$ cat config.mk
export PLATFORM = sky130hd
export DESIGN_NAME = pxl_wave_tx
export DESIGN_NICKNAME = d
export VERILOG_FILES = /design/src/rtl/pxl_pkg.sv /design/src/rtl/pxl_tick_count.sv /design/src/rtl/pxl_shifter.sv /design/src/rtl/pxl_wave_tx.sv
export SDC_FILE = /design/constraint.sdc
export NUM_CORES = 1
export LEC_CHECK = 0
export BUFFER_PORTS_ARGS = -buffer_cell sky130_fd_sc_hd__clkbuf_2
export CAP_MARGIN = 20
export CORE_MARGIN = 3
export CORE_UTILIZATION = 46
export CTS_BUF_LIST = sky130_fd_sc_hd__clkbuf_8
export DETAILED_ROUTE_END_ITERATION = 8
export REMOVE_ABC_BUFFERS = 1
export SETUP_SLACK_MARGIN = 0.15
export SLEW_MARGIN = 20
export SYNTH_ARGS = -nofsm -noshare
export SYNTH_HDL_FRONTEND = slang
export SYNTH_SLANG_ARGS = --single-unit
$ cat constraint.sdc
create_clock -name clk -period 3.4 [get_ports clk]
set_clock_uncertainty 0.1 [all_clocks]
set_input_delay 0.17 -clock clk [delete_from_list [all_inputs] [get_ports clk]]
set_output_delay 0.17 -clock clk [all_outputs]
set_load 0.05 [all_outputs]
$ cat src/rtl/pxl_pkg.sv
package pxl_pkg;
  typedef enum logic [1:0] {
    PX_IDLE  = 2'd0,
    PX_LOAD  = 2'd1,
    PX_BIT   = 2'd2,
    PX_LATCH = 2'd3
  } px_state_e;
endpackage

$ cat src/rtl/pxl_tick_count.sv
// Wrapping counter: advances on step while run is high, clears when run is low.
module pxl_tick_count #(
  parameter int LIMIT = 10,
  localparam int W = (LIMIT > 1) ? $clog2(LIMIT) : 1
) (
  input  logic         clk,
  input  logic         rst_n,
  input  logic         run,
  input  logic         step,
  output logic [W-1:0] count,
  output logic         wrap
);
  localparam logic [W-1:0] LAST = W'(LIMIT - 1);

  assign wrap = run && step && (count == LAST);

  always_ff @(posedge clk or negedge rst_n) begin
    if (!rst_n) begin
      count <= '0;
    end else if (!run) begin
      count <= '0;
    end else if (step) begin
      count <= (count == LAST) ? '0 : count + 1'b1;
    end
  end
endmodule

$ cat src/rtl/pxl_shifter.sv
// Byte holder presenting its bits MSB first, with a bit position tracker.
module pxl_shifter #(
  parameter int BYTE_W = 8,
  localparam int IW = $clog2(BYTE_W)
) (
  input  logic              clk,
  input  logic              rst_n,
  input  logic              load,
  input  logic [BYTE_W-1:0] din,
  input  logic              shift,
  output logic              cur_bit,
  output logic              last_bit
);
  logic [BYTE_W-1:0] sh_q;
  logic [IW-1:0]     left_q;

  assign cur_bit  = sh_q[BYTE_W-1];
  assign last_bit = (left_q == '0);

  always_ff @(posedge clk or negedge rst_n) begin
    if (!rst_n) begin
      sh_q   <= '0;
      left_q <= '0;
    end else if (load) begin
      sh_q   <= din;
      left_q <= IW'(BYTE_W - 1);
    end else if (shift) begin
      sh_q   <= {sh_q[BYTE_W-2:0], 1'b0};
      left_q <= left_q - 1'b1;
    end
  end
endmodule

$ cat src/rtl/pxl_wave_tx.sv
module pxl_wave_tx #(
  parameter int TICK_DIV     = 5,
  parameter int PERIOD_TICKS = 10,
  parameter int ONE_TICKS    = 7,
  parameter int ZERO_TICKS   = 3,
  parameter int LATCH_TICKS  = 448,
  parameter int CNT_W        = 10,
  localparam int RW = CNT_W + 2,
  localparam int TW = (PERIOD_TICKS > 1) ? $clog2(PERIOD_TICKS) : 1,
  localparam int LW = (LATCH_TICKS > 1) ? $clog2(LATCH_TICKS) : 1,
  localparam int DW = (TICK_DIV > 1) ? $clog2(TICK_DIV) : 1
) (
  input  logic             clk,
  input  logic             rst_n,
  input  logic             start_i,
  input  logic [CNT_W-1:0] led_count_i,
  input  logic [7:0]       byte_data_i,
  input  logic             byte_valid_i,
  output logic             byte_ready_o,
  output logic             line_o,
  output logic             busy_o
);
  import pxl_pkg::*;

  px_state_e      state_q, state_d;
  logic [RW-1:0]  rem_q;
  logic           tick_stb, period_end, latch_end;
  logic [TW-1:0]  tick_q;
  logic [LW-1:0]  latch_cnt;
  logic [DW-1:0]  div_cnt;
  logic           cur_bit, last_bit;
  logic           fetch_pt, need_byte, take, shift;
  logic           in_bit, in_latch;
  logic [RW-1:0]  bytes_total;

  assign in_bit   = (state_q == PX_BIT);
  assign in_latch = (state_q == PX_LATCH);

  pxl_tick_count #(.LIMIT(TICK_DIV)) u_div (
    .clk(clk), .rst_n(rst_n), .run(in_bit || in_latch), .step(1'b1),
    .count(div_cnt), .wrap(tick_stb)
  );

  pxl_tick_count #(.LIMIT(PERIOD_TICKS)) u_period (
    .clk(clk), .rst_n(rst_n), .run(in_bit), .step(tick_stb),
    .count(tick_q), .wrap(period_end)
  );

  pxl_tick_count #(.LIMIT(LATCH_TICKS)) u_latch (
    .clk(clk), .rst_n(rst_n), .run(in_latch), .step(tick_stb),
    .count(latch_cnt), .wrap(latch_end)
  );

  assign fetch_pt  = (state_q == PX_LOAD) || (in_bit && period_end && last_bit);
  assign need_byte = fetch_pt && (rem_q != '0);
  assign take      = need_byte && byte_valid_i;
  assign shift     = in_bit && period_end && !last_bit;

  pxl_shifter #(.BYTE_W(8)) u_shift (
    .clk(clk), .rst_n(rst_n), .load(take), .din(byte_data_i), .shift(shift),
    .cur_bit(cur_bit), .last_bit(last_bit)
  );

  assign bytes_total = {2'b00, led_count_i} + {1'b0, led_count_i, 1'b0};

  always_comb begin
    state_d = state_q;
    unique case (state_q)
      PX_IDLE:  if (start_i) state_d = (led_count_i == '0) ? PX_LATCH : PX_LOAD;
      PX_LOAD:  state_d = take ? PX_BIT : PX_LATCH;
      PX_BIT:   if (period_end && last_bit) state_d = take ? PX_BIT : PX_LATCH;
      PX_LATCH: if (latch_end) state_d = PX_IDLE;
      default:  state_d = PX_IDLE;
    endcase
  end

  always_ff @(posedge clk or negedge rst_n) begin
    if (!rst_n) begin
      state_q <= PX_IDLE;
      rem_q   <= '0;
    end else begin
      state_q <= state_d;
      if (state_q == PX_IDLE && start_i) rem_q <= bytes_total;
      else if (take)                     rem_q <= rem_q - 1'b1;
    end
  end

  assign byte_ready_o = need_byte;
  assign busy_o       = (state_q != PX_IDLE);
  assign line_o       = in_bit &&
                        (tick_q < (cur_bit ? TW'(ONE_TICKS) : TW'(ZERO_TICKS)));
endmodule

### After elaboration in Yosys (flattened, before gate mapping)

Cells that the tools add are included.

* register bits: 41
* input port bits: 22
* output and inout bits: 3
* word-level logic and storage cells: 70

* add/sub/neg operators: 6
* order comparisons: 1
* equality and inequality tests: 11
* multiplexer cells: 21
* reductions and logical operators: 24

Operators by type and width (number)
* 9-bit two-way mux: 3
* 12-bit two-way mux: 2
* 8-bit two-way mux: 2
* 3-bit two-way mux: 5
* 1-bit logical AND: 13
* 10-bit by 11-bit adder with 12-bit output: 1
* 4-bit two-way mux: 3
* 12-bit nonzero test: 1
* 12-bit by 1-bit subtractor with 12-bit output, second input constant: 1
* 10-bit zero test: 1
* 9-bit by 1-bit adder with 9-bit output, second input constant: 1
* 9-bit == test, second input constant: 1
* 2-bit two-way mux: 4
* 2-bit one-hot mux with 4 select lines: 1
* 2-bit by 1-bit != test with 1-bit output, second input constant: 3
* 2-bit nonzero test: 3
* 4-bit by 1-bit adder with 4-bit output, second input constant: 1
* 2-bit == test, second input constant: 2
* 4-bit == test, second input constant: 1
* 4-bit by 3-bit < comparator with 1-bit output: 1
* 2-bit != test, second input constant: 2
* 3-bit by 1-bit adder with 3-bit output, second input constant: 1
* 3-bit == test, second input constant: 1
* 3-bit zero test: 1
* 7 further kinds: 8

### Longest topological paths before layout

Gate-level depths: netlist (run 1).

* depth in word-level cells: 13
* depth in mapped cells: 9

### Modules after synthesis

From an unflattened synthesis (run 1), not the netlist that was laid out.

* cell total of the unflattened synthesis: 332
* area, all modules: 3026.7 um^2

By module, submodules not included
* pxl_wave_tx: times used 1, cells each 178, area each 1524.0 um^2, sequential area each 350.3 um^2
* pxl_shifter: times used 1, cells each 51, area each 546.8 um^2, sequential area each 275.3 um^2
* pxl_tick_count at u_latch: times used 1, cells each 57, area each 529.3 um^2, sequential area each 225.2 um^2
* pxl_tick_count at u_period: times used 1, cells each 27, area each 251.5 um^2, sequential area each 100.1 um^2
* pxl_tick_count at u_div: times used 1, cells each 19, area each 175.2 um^2, sequential area each 75.1 um^2

### Worst setup path after synthesis (run 1)

Ideal clock, no wire load.

* path type: register to register
* start: register u_div.count[0]
* end: register u_shift.left_q[0]
* setup time: 0.069 ns
* data arrival time: 2.176 ns
* data required time: 3.231 ns
* slack: 1.055 ns
* cell stages (with the launch flop): 10
* buffers on the path: 2
* clock period less this slack: 2.345 ns
* cells stage by stage: dfrtp_1 inv_1 ha_1 and2_1 buf_2 a41oi_4 buf_6 nor2_1 nand2_1 nand2_1

* word-level cells in the longest chain between the ends: 10

RTL lines
* start, declared: line pxl_tick_count.sv:10 `output logic [W-1:0] count,`
* start signal, assigned: line pxl_tick_count.sv:23 `count <= (count == LAST) ? '0 : count + 1'b1;`
* 3-bit == test *: line pxl_tick_count.sv:15 `assign wrap = run && step && (count == LAST);`
* 1-bit logical AND * (3 in a row): line pxl_tick_count.sv:15
* 1-bit logical AND * (2 in a row): line pxl_wave_tx.sv:54 `assign fetch_pt = (state_q == PX_LOAD) || (in_bit && period_end && last_bit);`
* 1-bit logical OR *: line pxl_wave_tx.sv:54
* 1-bit logical AND *: line pxl_wave_tx.sv:55 `assign need_byte = fetch_pt && (rem_q != '0);`
* via byte_ready_o: line pxl_wave_tx.sv:19 `output logic byte_ready_o,`
* 1-bit logical AND *: line pxl_wave_tx.sv:56 `assign take = need_byte && byte_valid_i;`
* 3-bit two-way mux / 2-bit nonzero test (equally long branches)
* end signal, assigned: line pxl_shifter.sv:26 `left_q <= IW'(BYTE_W - 1);`
* end signal, assigned: line pxl_shifter.sv:29 `left_q <= left_q - 1'b1;`
* end, declared: line pxl_shifter.sv:15 `logic [IW-1:0] left_q;`

Mark *: on every way through the listed nets, which the timed path passes. The rest lies on a longest branch.
A chain may end at the register's enable or synchronous reset.

### Worst setup path in the final report (run 1)

* start: register rem_q[0]
* end: output port byte_ready_o

* word-level cells in the longest chain between the ends: 2

RTL lines
* start, declared: line pxl_wave_tx.sv:26 `logic [RW-1:0] rem_q;`
* start signal, assigned: line pxl_wave_tx.sv:83 `if (state_q == PX_IDLE && start_i) rem_q <= bytes_total;`
* start signal, assigned: line pxl_wave_tx.sv:84 `else if (take) rem_q <= rem_q - 1'b1;`
* 12-bit nonzero test: line pxl_wave_tx.sv:55
* 1-bit logical AND: line pxl_wave_tx.sv:55
* end, declared: line pxl_wave_tx.sv:19

No other way between the ends.

==> summary.txt, run 1 <==
Status
  – Outcome: finished, final reports clean

Final layout
  – Share of layout cells above drive strength 1: roughly 14%
  – Layout Nets: 400
  – Antenna Cells: 0
  – Register area: 0.00103 sq mm
  – Final Core Density: a little over half
  – Multi-input gate area in the final layout: 0.00175 sq mm
  – FILL cells: 593
  – Final cell count without fillers: roughly 420
  – Area delta synth->final: 12.0%

Synth
  – Post-synthesis async set-or-reset flop share: 100%
  – Synth area leader: dfrtp_1
  – Synthesized area: between 0.002 and 0.003 sq mm
  – Largest cells by area after synthesis: dfrtp_1, ha_1, xnor2_1
  – Post-synth EDFFs: 0
  – Yosys Warn Count: 0
  – Synth top area share: 35.0%
  – Post-synth top cells: dfrtp_1, ha_1, nand2_1
  – Ys flop type: dfrtp_1
  – Cell count after synthesis: ~320
  – Post-synthesis register bit count: 41
  – Post-synthesis sequential area ratio: 35.0%
  – Mapped Avg Cell Area: a little over 9 sq um
  – Most common cell in the netlist: dfrtp_1
  – Netlist cell types: 49

Critical path
  – Crit path max fanout: 12
  – Delay-heaviest family, CP: simple AND/OR/NAND/NOR gates
  – Number of cells on the worst reg-to-reg path: 7
  – Worst path depth: 6
  – Critical path cell sequence: inv_1 > ha_1 > nor3b_1 > and4b_1 > nor2_1 > clkbuf_2
  – Worst Path Arrival: 2.31 ns
  – Crit path from: rem_q[0]
  – Nature of the critical path startpoint: flop
  – Max incr delay on CP: roughly 0.63 ns
  – Worst reg2reg startpoint: rem_q[0]
  – Kind of end point of the critical path: primary output
  – CP Capture Point: byte_ready_o
  – FF-to-FF End: rem_q[1]
  – Critical path's slowest cell: and4b_1
  – WS Path Type: reg -> out
  – R2r setup slk: approximately 1.1 ns
  – CP Data Required Time: 3.13 ns
  – Buffers & Inverters on Critical Path: 2

Clock tree
  – H-tree depth: 2
  – CTS tree: yes
  – Setup bufs post-CTS: 0
  – Number of CTS-inserted buffers: 5
  – Worst-Skew Late Latency: ~0.30 ns
  – Clock Tree Root: clkbuf_8
  – Clk buf depth: 2
  – Clk sinks: slightly above 40
  – Clk slew on worst S/H paths: 0.07 ns

Die
  – Core Area: about 0.0061 sq mm
  – FP Rows: 28
  – Boundary Pins: 25
  – Die H: between 80 and 90 um
  – Die ar.: 0.00737 sq mm
  – Die X: ~86 um
  – Initial Utilization: about half

STA
  – Final Hold Fails: 0
  – Maximum clock frequency: 388 MHz
  – Slew Viols, Final: 0
  – Worst slew pin tran: approximately 0.9 ns
  – Final setup viols: 0
  – RSZ-0062 raised after global routing: no
  – Tmin final: 2.58 ns
  – Final TNS setup: 0 ns
  – Worst Slack Setup Final: 0.822 ns
  – Rel. slew slack: roughly two fifths
  – Period utilisation layout: between 70% and 80%

Power and ir drop
  – Combinational power share: 42.4%
  – Psw: around 0.00074 W
  – Leak: around 1.4 nW
  – Flop pwr share: between 30% and 40%
  – Clock Power Share: around 18%
  – Sw frac: between 30% and 40%
  – Power Dens Cells: 567 mW/mm^2
  – Design internal power: about 0.0011 W
  – Maximum VDD drop: roughly 0.25 mV

Global routing
  – First-pass GRT wire length: just under 10 mm
  – Initial antenna violation count: 0
  – Largest net degree at the start of global routing: 42
  – Vias in the first global route: 2177
  – Total GRT Usage: between 15 and 20%
  – Grt total ovfl: 0

Placement
  – Worst slack, placed: about 1.1 ns
  – Post-DP HPWL: just over 4 mm
  – Placer Congestion: 0.883
  – Port buffer count: 24
  – Placed Cells: 406

Drt
  – DR WL/cell: roughly 13 um
  – Routed via count: 2225
  – Initial DRT Pass Iterations: 4
  – Initial DRC count: roughly 120
  – Total Routed Length: approximately 5.5 mm
  – Drt drc: 0
  – Post-route ant nets: 0
  – Vias per cell: between 5 and 6

Job
  – Maxcap violations: 0

Worst hold path
  – Worst Hold Class: in -> reg
-- what timing repair did --
item / 4_1_cts / 5_1_grt
resized for setup: 0 / 0
hold buffers: 9 / 0
endpoints found under the hold margin: 49 / 0
-- cell families after synthesis --
family / Yosys count / synth area share, %
AOI/OAI and AO/OA: 59 / 13.0
xor gates and xnor gates: 22 / 6.57
adders and majority gates: 31 / 13.5
buffers and inverters: 37 / 5.29
DFF: 41 / 35.0
muxes: 17 / 5.93
and+or+nand+nor: 108 / 20.7
-- how the worst min path moves through the flow --
stage	start	depth (start not counted)	endpoint	slack [ns]
finish	led_count_i[0]	3	rem_q[0]	0.06
global route	led_count_i[0]	3	rem_q[0]	0.11
CTS	led_count_i[0]	3	rem_q[0]	0.06
detailed placement	byte_data_i[2]	3	u_shift.sh_q[2]	0.28
global placement	byte_data_i[6]	3	u_shift.sh_q[6]	0.28
floorplan	rst_n	0	rem_q[0]	-0.23
-- sequential cells by signal (all words and copies together) (netlist names) --
register and flops:
rem_q 12, u_latch.count 9, u_shift.sh_q 8, u_period.count 4, u_div.count 3, u_shift.left_q 3
state_q 2
-- cells in the final DEF, fill, tap and decap left out, types with 5 or more instances in the layout --
master,n
dlygate4sd3_1,9
a21oi_1,21
a21o_1,5
nor4_2,5
nor3_1,12
dfrtp_1,41
nor2b_1,5
inv_1,28
clkbuf_2,23
nand2_1,30
ha_1,30
nand4_1,6
nand3_1,8
clkbuf_8,5
nor2_1,18
o21ai_0,14
xnor2_1,20
mux2i_1,14
-- tightest hold or removal path: stages --
cell	delay, ns
clkbuf_2	0.10
nor2_1	0.10
a21oi_1	0.04
-- power groups by stage --
stage	combinational [W]	clock, W	sequential, W
after floorplan	0.000622	0	0.000726
after global placement	0.000778	0	0.000749
after detailed placement	0.000787	0	0.000752
after CTS	0.000799	0.000339	0.000742
after global routing	0.000899	0.000353	0.000764
final	0.000790	0.000332	0.000741
-- through the flow --
stage	power, W	hold slack (ns)	instance area [sq um]
after floorplan	0.00135	-0.226	2880
after global placement	0.00153	0.275	3100
after detailed placement	0.00154	0.278	3100
after CTS	0.00188	0.0604	3280
after global routing	0.00202	0.107	3280
final	0.00186	0.0621	3280
-- cell type report --
cell class                 instances  area share [%]
clock buffer                       5            2.10
clock inverter                     3           0.648
inverter                          28            3.20
multi-input combinational        237            53.3
sequential                        41            31.2
tap                               75            2.86
timing repair buffer              34            6.63
-- layer usage --
| layer | vias to the layer above | track usage (%) | share of wire (%) |
|---|---|---|---|
| li1 | 1172 | - | - |
| met4 | 0 | 4.32 | 1.1 |
| met5 | - | 0 | 0 |
| met2 | 36 | 26.1 | 44 |
| met3 | 5 | 2.98 | 3.7 |
| met1 | 1012 | 22.6 | 51 |
(Power assumes the default switching activity.)
==> run 2, diff against run 1 <==
==> constraint.sdc (replaced) <==
create_clock -name clk -period 2.4 [get_ports clk]
set_clock_uncertainty 0.1 [all_clocks]
set_input_delay 0.12 -clock clk [delete_from_list [all_inputs] [get_ports clk]]
set_output_delay 0.12 -clock clk [all_outputs]
set_load 0.05 [all_outputs]
==> summary.txt, run 2 (synthesis gave the netlist of run 1 again) <==
STA
  – Final TNS setup: 0 ns (unchanged)
  – Maximum clock frequency: about 480 MHz
  – RSZ-0062 raised after global routing: no
  – Tmin final: about 2.1 ns
  – Period utilisation layout: about 87%
  – Rel. slew slack: 64.3% (+25 points)
  – Worst slew pin tran: 0.536 ns (-0.381 ns)
  – Slew Viols, Final: 0 (unchanged)
  – Final Hold Fails: 0 (unchanged)
  – Final setup viols: 0 (unchanged)

Critical path
  – Number of cells on the worst reg-to-reg path: 7 (unchanged)
  – Crit path max fanout: 6 (-6)
  – WS Path Type: reg -> out
  – Kind of end point of the critical path: primary output
  – Worst Path Arrival: 1.87 ns (-0.44 ns)
  – Nature of the critical path startpoint: flop
  – FF-to-FF End: rem_q[1]
  – Worst reg2reg startpoint: u_period.count[1]
  – R2r setup slk: 0.37 ns (-0.69 ns)
  – CP Data Required Time: 2.18 ns (-0.95 ns)

Final layout
  – Layout Nets: 412 (+3.0%)
  – Most frequent cells in the layout: dfrtp_1, nand2_1, ha_1, inv_1, clkbuf_2
  – Biggest regs: rem_q: 12 flops, u_latch.count: 9 flops, u_shift.sh_q: 8 flops
  – Max reg flops: 12 (unchanged)
  – Area delta synth->final: 16.9%
  – Share of layout cells above drive strength 1: 17.8% (+4.0 points)
  – Biggest register: rem_q
  – Most common cell after layout, fill and taps aside: dfrtp_1
  – Final cell count without fillers: 435 (+2.8%)
  – Antenna Cells: 0 (unchanged)

Die
  – Die ar.: 0.00737 sq mm (unchanged)
  – Initial Utilization: 48.4% (unchanged)
  – Boundary Pins: 25 (unchanged)
  – Die X: 85.8 um (unchanged)
  – Die H: 85.8 um (unchanged)
  – FP Rows: 28 (unchanged)
  – Core Area: 0.00606 sq mm (unchanged)

Clock tree
  – Clk slew on worst S/H paths: 0.07 ns (about the same)
  – H-tree depth: 2 (unchanged)
  – Clk sinks: 41 (unchanged)
  – Clock Tree Root: clkbuf_8
  – Clk buf depth: 2 (unchanged)
  – CTS tree: yes
  – Worst-Skew Late Latency: 0.29 ns (about the same)
  – Number of CTS-inserted buffers: 5 (unchanged)

Worst hold path
  – Worst Hold Class: in -> reg
  – Worst hold start: led_count_i[0]
  – Hold EP: rem_q[0]
  – Hold Path Stages: 3 (unchanged)

Global routing
  – Total GRT Usage: 16.6% (+0.39 points)
  – Largest net degree at the start of global routing: 22 (-48%)
  – Grt total ovfl: 0 (unchanged)
  – Grt peak-use layer: met2
  – Met3 Usage GRT: 3.46% (+0.48 points)
  – Initial antenna violation count: 0 (unchanged)
  – First-pass GRT wire length: 9.99 mm (+2.7%)
  – Vias in the first global route: 2182 (+0.23%)
  – Met1 usage: 23.1% (+0.52 points)
  – Met2 Track Usage GR: 26.5% (+0.42 points)

Drt
  – DR WL/cell: 13.0 um (about the same)
  – Vias per cell: 5.19 (-1.3%)
  – Initial DRT Pass Iterations: 4 (unchanged)
  – Routed via count: 2259 (+1.5%)
  – Initial DRC count: 82 (-29%)
  – Total Routed Length: 5.64 mm (+2.8%)
  – Post-route ant nets: 0 (unchanged)
  – Drt drc: 0 (unchanged)

Power and ir drop
  – Power Dens Cells: 832 mW/mm^2 (+47%)
  – Maximum VDD drop: 0.416 mV (+64%)
  – Leak: 1.53 nW (+5.8%)
  – Tot Pwr: 0.00285 W (+53%)

Status
  – Outcome: finished, final reports clean

Job
  – Maxcap violations: 0 (unchanged)

Placement
  – Port buffer count: 24 (unchanged)
  – Placed Cells: 417 (+2.7%)
  – Placer Congestion: 0.843 (-4.5%)
  – Post-DP HPWL: 4.30 mm (+6.2%)
-- run 2: layer usage --
metal	up-vias	share of wire [%]
met1	1039	52
met3	2	2.7
met4	0	0.60
li1	1190	-
met5	-	0
met2	28	44
-- run 2: what timing repair did --
action | CTS | global route
cloned | 0 | 0
setup buffers | 0 | 1
endpoints found under the hold margin | 28 | 0
setup endpoints to repair | 1 | 1
hold buffers | 9 | 0
pin swaps | 0 | 1
gates resized for setup | 4 | 6
-- run 2: worst max-delay path, stage by stage, from the launching register on --
cell and delay (ns):
dfrtp_1 0.40, inv_1 0.06, ha_1 0.22, nor3b_2 0.17, and4b_2 0.26, buf_4 0.17, nor2_2 0.14, buf_6 0.18
-- run 2: per-stage QoR --
stage / hold WS, ns / utilization, % / cell area (sq um) / setup slack, ns
2_1_floorplan: -0.276 / - / 2880 / 0.0365
3_3_place_gp: 0.0262 / 52.6 / 3190 / 0.314
3_5_place_dp: 0.0304 / 52.6 / 3190 / 0.270
4_1_cts: 0.000318 / 56.2 / 3400 / 0.163
5_1_grt: 0.0311 / 56.5 / 3430 / 0.195
6_report: 0.00894 / 56.5 / 3430 / 0.306
-- run 2: where the power goes --
part | internal [W] | switching (W)
Combinational | 0.000554 | 0.000658
Sequential | 0.000894 | 0.000166
Clock | 0.000335 | 0.000243
Total | 0.00178 | 0.00107
-- run 2: worst max-delay path by stage --
stage | startpoint | endpoint | slack [ns] | cells past startpoint
floorplan | u_div.count[0] | u_shift.left_q[0] | 0.04 | 7
detailed placement | u_period.count[1] | rem_q[11] | 0.27 | 8
global route | rem_q[0] | byte_ready_o | 0.19 | 7
CTS | u_period.count[0] | byte_ready_o | 0.16 | 6
finish | rem_q[0] | byte_ready_o | 0.31 | 7
global placement | u_period.count[1] | rem_q[9] | 0.31 | 8
-- run 2: layout make-up --
cell class / instances / area, sq um
Fill cell: 565 / 2640
Multi-Input combinational cell: 237 / 1760
Sequential cell: 41 / 1030
Timing Repair Buffer: 46 / 322
Inverter: 28 / 105
Tap cell: 75 / 93.8
Clock buffer: 6 / 82.6
Clock inverter: 2 / 33.8
==> run 3, diff against run 2 <==
--- a/config.mk
+++ b/config.mk
@@ -11,9 +11,11 @@
 export CORE_UTILIZATION = 46
 export CTS_BUF_LIST = sky130_fd_sc_hd__clkbuf_8
 export DETAILED_ROUTE_END_ITERATION = 8
+export GPL_TIMING_DRIVEN = 0
 export REMOVE_ABC_BUFFERS = 1
 export SETUP_SLACK_MARGIN = 0.15
 export SLEW_MARGIN = 20
 export SYNTH_ARGS = -nofsm -noshare
 export SYNTH_HDL_FRONTEND = slang
+export SYNTH_HIERARCHICAL = 1
 export SYNTH_SLANG_ARGS = --single-unit
==> summary.txt, run 3 <==
Final layout
  – Most common cell after layout, fill and taps aside: dfrtp_1
  – Antenna Cells: 0 (unchanged)
  – Area delta synth->final: 35.7%
  – Final Core Density: 67.0% (+10 points)
  – Max reg flops: 12 (unchanged)
  – Most frequent cells in the layout: dfrtp_1, inv_1, nand2_1, ha_1, clkbuf_2
  – Biggest regs: rem_q: 12 flops, u_latch/count: 9 flops, u_shift/sh_q: 8 flops
  – Biggest register: rem_q
  – Share of layout cells above drive strength 1: 33.1% (+15 points)
  – Fin area: 0.00411 sq mm (+20%)
  – Layout Nets: 454 (+10%)

Critical path
  – Kind of end point of the critical path: flop
  – Crit path max fanout: 6 (unchanged)
  – Max incr delay on CP: 0.44 ns (+0.04 ns)
  – Critical path's slowest cell: dfrtp_1
  – R2r setup slk: -0.05 ns (-0.42 ns)
  – Buffers & Inverters on Critical Path: 3 (unchanged)
  – Nature of the critical path startpoint: flop
  – Delay-heaviest family, CP: simple AND/OR/NAND/NOR gates
  – Critical path cell sequence: inv_2 > ha_4 > or2_4 > nand2_4 > nor2_4 > nand2_2 > nor2_4 > a31o_4 > and2_4 > nand2_8 > clkinvlp_4 > buf_12 > a21o_1
  – WS Path Type: reg -> reg
  – CP Data Required Time: 2.48 ns (+0.30 ns)
  – Worst Path Arrival: 2.53 ns (+0.66 ns)
  – Most used cell, CP: nor2_4

Synth
  – Post-synth top cells: dfrtp_1, nand2_1, ha_1
  – Post-synthesis sequential area ratio: 33.9% (-1.1 points)
  – Mapped Avg Cell Area: 9.12 sq um (-2.0%)
  – Synth top area share: 33.9% (-1.1 points)
  – Ys flop type: dfrtp_1
  – Most common cell in the netlist: dfrtp_1
  – Synth area leader: dfrtp_1
  – Post-synthesis register bit count: 41 (unchanged)
  – Synthesized area: 0.00303 sq mm (+3.2%)
  – Post-synth EDFFs: 0 (unchanged)
  – Yosys Warn Count: 6 (+6)
  – Netlist cell types: 63 (+29%)
  – Cell count after synthesis: 332 (+5.4%)
  – Post-synthesis async set-or-reset flop share: 100% (unchanged)
  – Largest cells by area after synthesis: dfrtp_1, ha_1, mux2i_1

Global routing
  – Largest net degree at the start of global routing: 42 (+91%)
  – First-pass GRT wire length: 11.1 mm (+11%)
  – Vias in the first global route: 2442 (+12%)
  – Initial antenna violation count: 0 (unchanged)
  – Grt total ovfl: 0 (unchanged)
  – Total GRT Usage: 18.3% (+1.7 points)

Clock tree
  – H-tree depth: 2 (unchanged)
  – Clk slew on worst S/H paths: 0.08 ns (about the same)
  – Clk sinks: 41 (unchanged)
  – Clk buf depth: 2 (unchanged)
  – Clock Tree Root: clkbuf_8
  – Number of CTS-inserted buffers: 5 (unchanged)
  – CTS tree: yes
  – Worst-Skew Late Latency: 0.29 ns (about the same)

Die
  – Core Area: 0.00613 sq mm (+1.2%)
  – Die H: 87.1 um (+1.5%)
  – Die ar.: 0.00759 sq mm (+3.0%)
  – Boundary Pins: 25 (unchanged)
  – Initial Utilization: 49.4% (+1.0 points)
  – FP Rows: 28 (unchanged)
  – Die X: 87.1 um (+1.5%)

Placement
  – Dpl cell area: 0.00322 sq mm (+1.0%)
  – Worst slack, placed: -1.57 ns (-1.84 ns)
  – Post-DP HPWL: 4.27 mm (-0.83%)
  – Port buffer count: 24 (unchanged)
  – Placer Congestion: 0.771 (-8.5%)

Drt
  – Initial DRT Pass Iterations: 5 (+1)
  – Total Routed Length: 6.71 mm (+19%)
  – Initial DRC count: 75 (-8.5%)
  – Routed via count: 2568 (+14%)
  – Drt drc: 0 (unchanged)
  – Vias per cell: 5.38 (+3.7%)
  – Post-route ant nets: 0 (unchanged)
  – DR WL/cell: 14.1 um (+8.5%)

STA
  – Tmin final: 2.45 ns (+0.353 ns)
  – Final Hold Fails: 0 (unchanged)
  – Maximum clock frequency: 409 MHz (-14%)
  – RSZ-0062 raised after global routing: yes
  – Final setup viols: 7 (+7)
  – Rel. slew slack: 40.2% (-24 points)
  – Period utilisation layout: 102% (+15 points)
  – Worst slew pin tran: 0.898 ns (+0.362 ns)
  – Worst Slack Setup Final: -0.0465 ns (-0.353 ns)
  – Slew Viols, Final: 0 (unchanged)

Status
  – Outcome: finished, violations left
  – Violations in the final reports: setup timing

Power and ir drop
  – Power Dens Cells: 810 mW/mm^2 (-2.6%)
  – Leak: 1.78 nW (+16%)
  – Maximum VDD drop: 0.418 mV (+0.59%)

Worst hold path
  – Worst Hold Class: in -> reg

Job
  – Maxcap violations: 0 (unchanged)
run 3: cell count changes in the layout (fill, tap and decap cells not counted), moves of 7 or more:
cell,before,now
o21ai_2,0,7
nand2b_1,1,9
buf_6,1,8
buf_4,12,21
nor3_1,12,1
nand2_4,0,7
xnor2_1,20,7
run 3: stage by stage:
step	hold WS, ns	setup TNS [ns]	std cells	total power [W]
3_3_place_gp	0.225	-34.07	429	0.00220
5_1_grt	0.0241	-2.00	477	0.00357
2_1_floorplan	-0.276	-13.15	330	0.00195
6_report	0.00614	-0.213	477	0.00333
4_1_cts	0.00153	-0.581	464	0.00302
3_5_place_dp	0.229	-36.23	429	0.00223
run 3: metal layers:
layer | wire [um] | GRT usage (%) | part of all wire [%] | vias to the layer above
met5 | 0 | 0 | 0 | -
met4 | 138 | 6.28 | 2.1 | 0
met3 | 202 | 3.41 | 3.0 | 11
met2 | 3300 | 31.1 | 49 | 39
met1 | 3070 | 23.4 | 46 | 1216
li1 | - | - | - | 1302
run 3: final cells by class:
class,count,area [sq um]
well taps,75,93.8
multi-input cells,260,2260
clock inverters,1,3.75
clock buffers,6,82.6
fillers,496,2020
flip-flops and latches,41,1030
inverters,29,113
repair buffers,65,528
run 3: final timing paths:
| path | startpoint | end | cells past startpoint |
|---|---|---|---|
| worst max-delay path | state_q[0] | u_shift/left_q[1] | 13 |
| worst min-delay path | led_count_i[0] | rem_q[0] | 3 |
| worst max register to register | state_q[0] | u_shift/left_q[1] | 13 |
| worst min register to register | u_div/count[2] | u_div/count[2] | 2 |
| max in group asynchronous | rst_n | state_q[1] | 2 |
| min in group asynchronous | rst_n | u_latch/count[5] | 2 |
run 3: cells by family after synthesis:
kind of cell / count (synthesis) / share of synthesized area, %
AO/OA/AOI/OAI: 70 / 16.2
multiplexers: 15 / 5.00
buffers and inverters: 35 / 4.84
other: 1 / 0.124
XOR/XNOR: 15 / 4.34
AND/OR/NAND/NOR: 125 / 23.0
flip-flops: 41 / 33.9
adder cells (fa/ha/maj): 30 / 12.6
run 3: power by group:
group / internal (W) / switching, W / leakage [nW]
Combinational: 0.000841 / 0.000897 / 1.22
Sequential: 0.000894 / 0.000242 / 0.509
Clock: 0.000224 / 0.000230 / 0.0485
Total: 0.00196 / 0.00137 / 1.78
run 3: worst reg2reg max path, cell delays in order, from the launching register on:
cell        delay, ns
dfrtp_1          0.44
inv_2            0.08
ha_4             0.16
or2_4            0.26
nand2_4          0.07
nor2_4           0.04
nand2_2          0.08
nor2_4           0.04
a31o_4           0.25
and2_4           0.18
nand2_8          0.09
clkinvlp_4       0.20
buf_12           0.20
a21o_1           0.15
run 3: what timing repair did:
item                                   CTS  global route
gates resized for setup                 47            47
buffers inserted                        19            12
gates cloned                             0             1
pin swaps                               25            24
setup endpoints to repair               39            27
endpoints found under the hold margin   49             0
hold buffers                             9             0
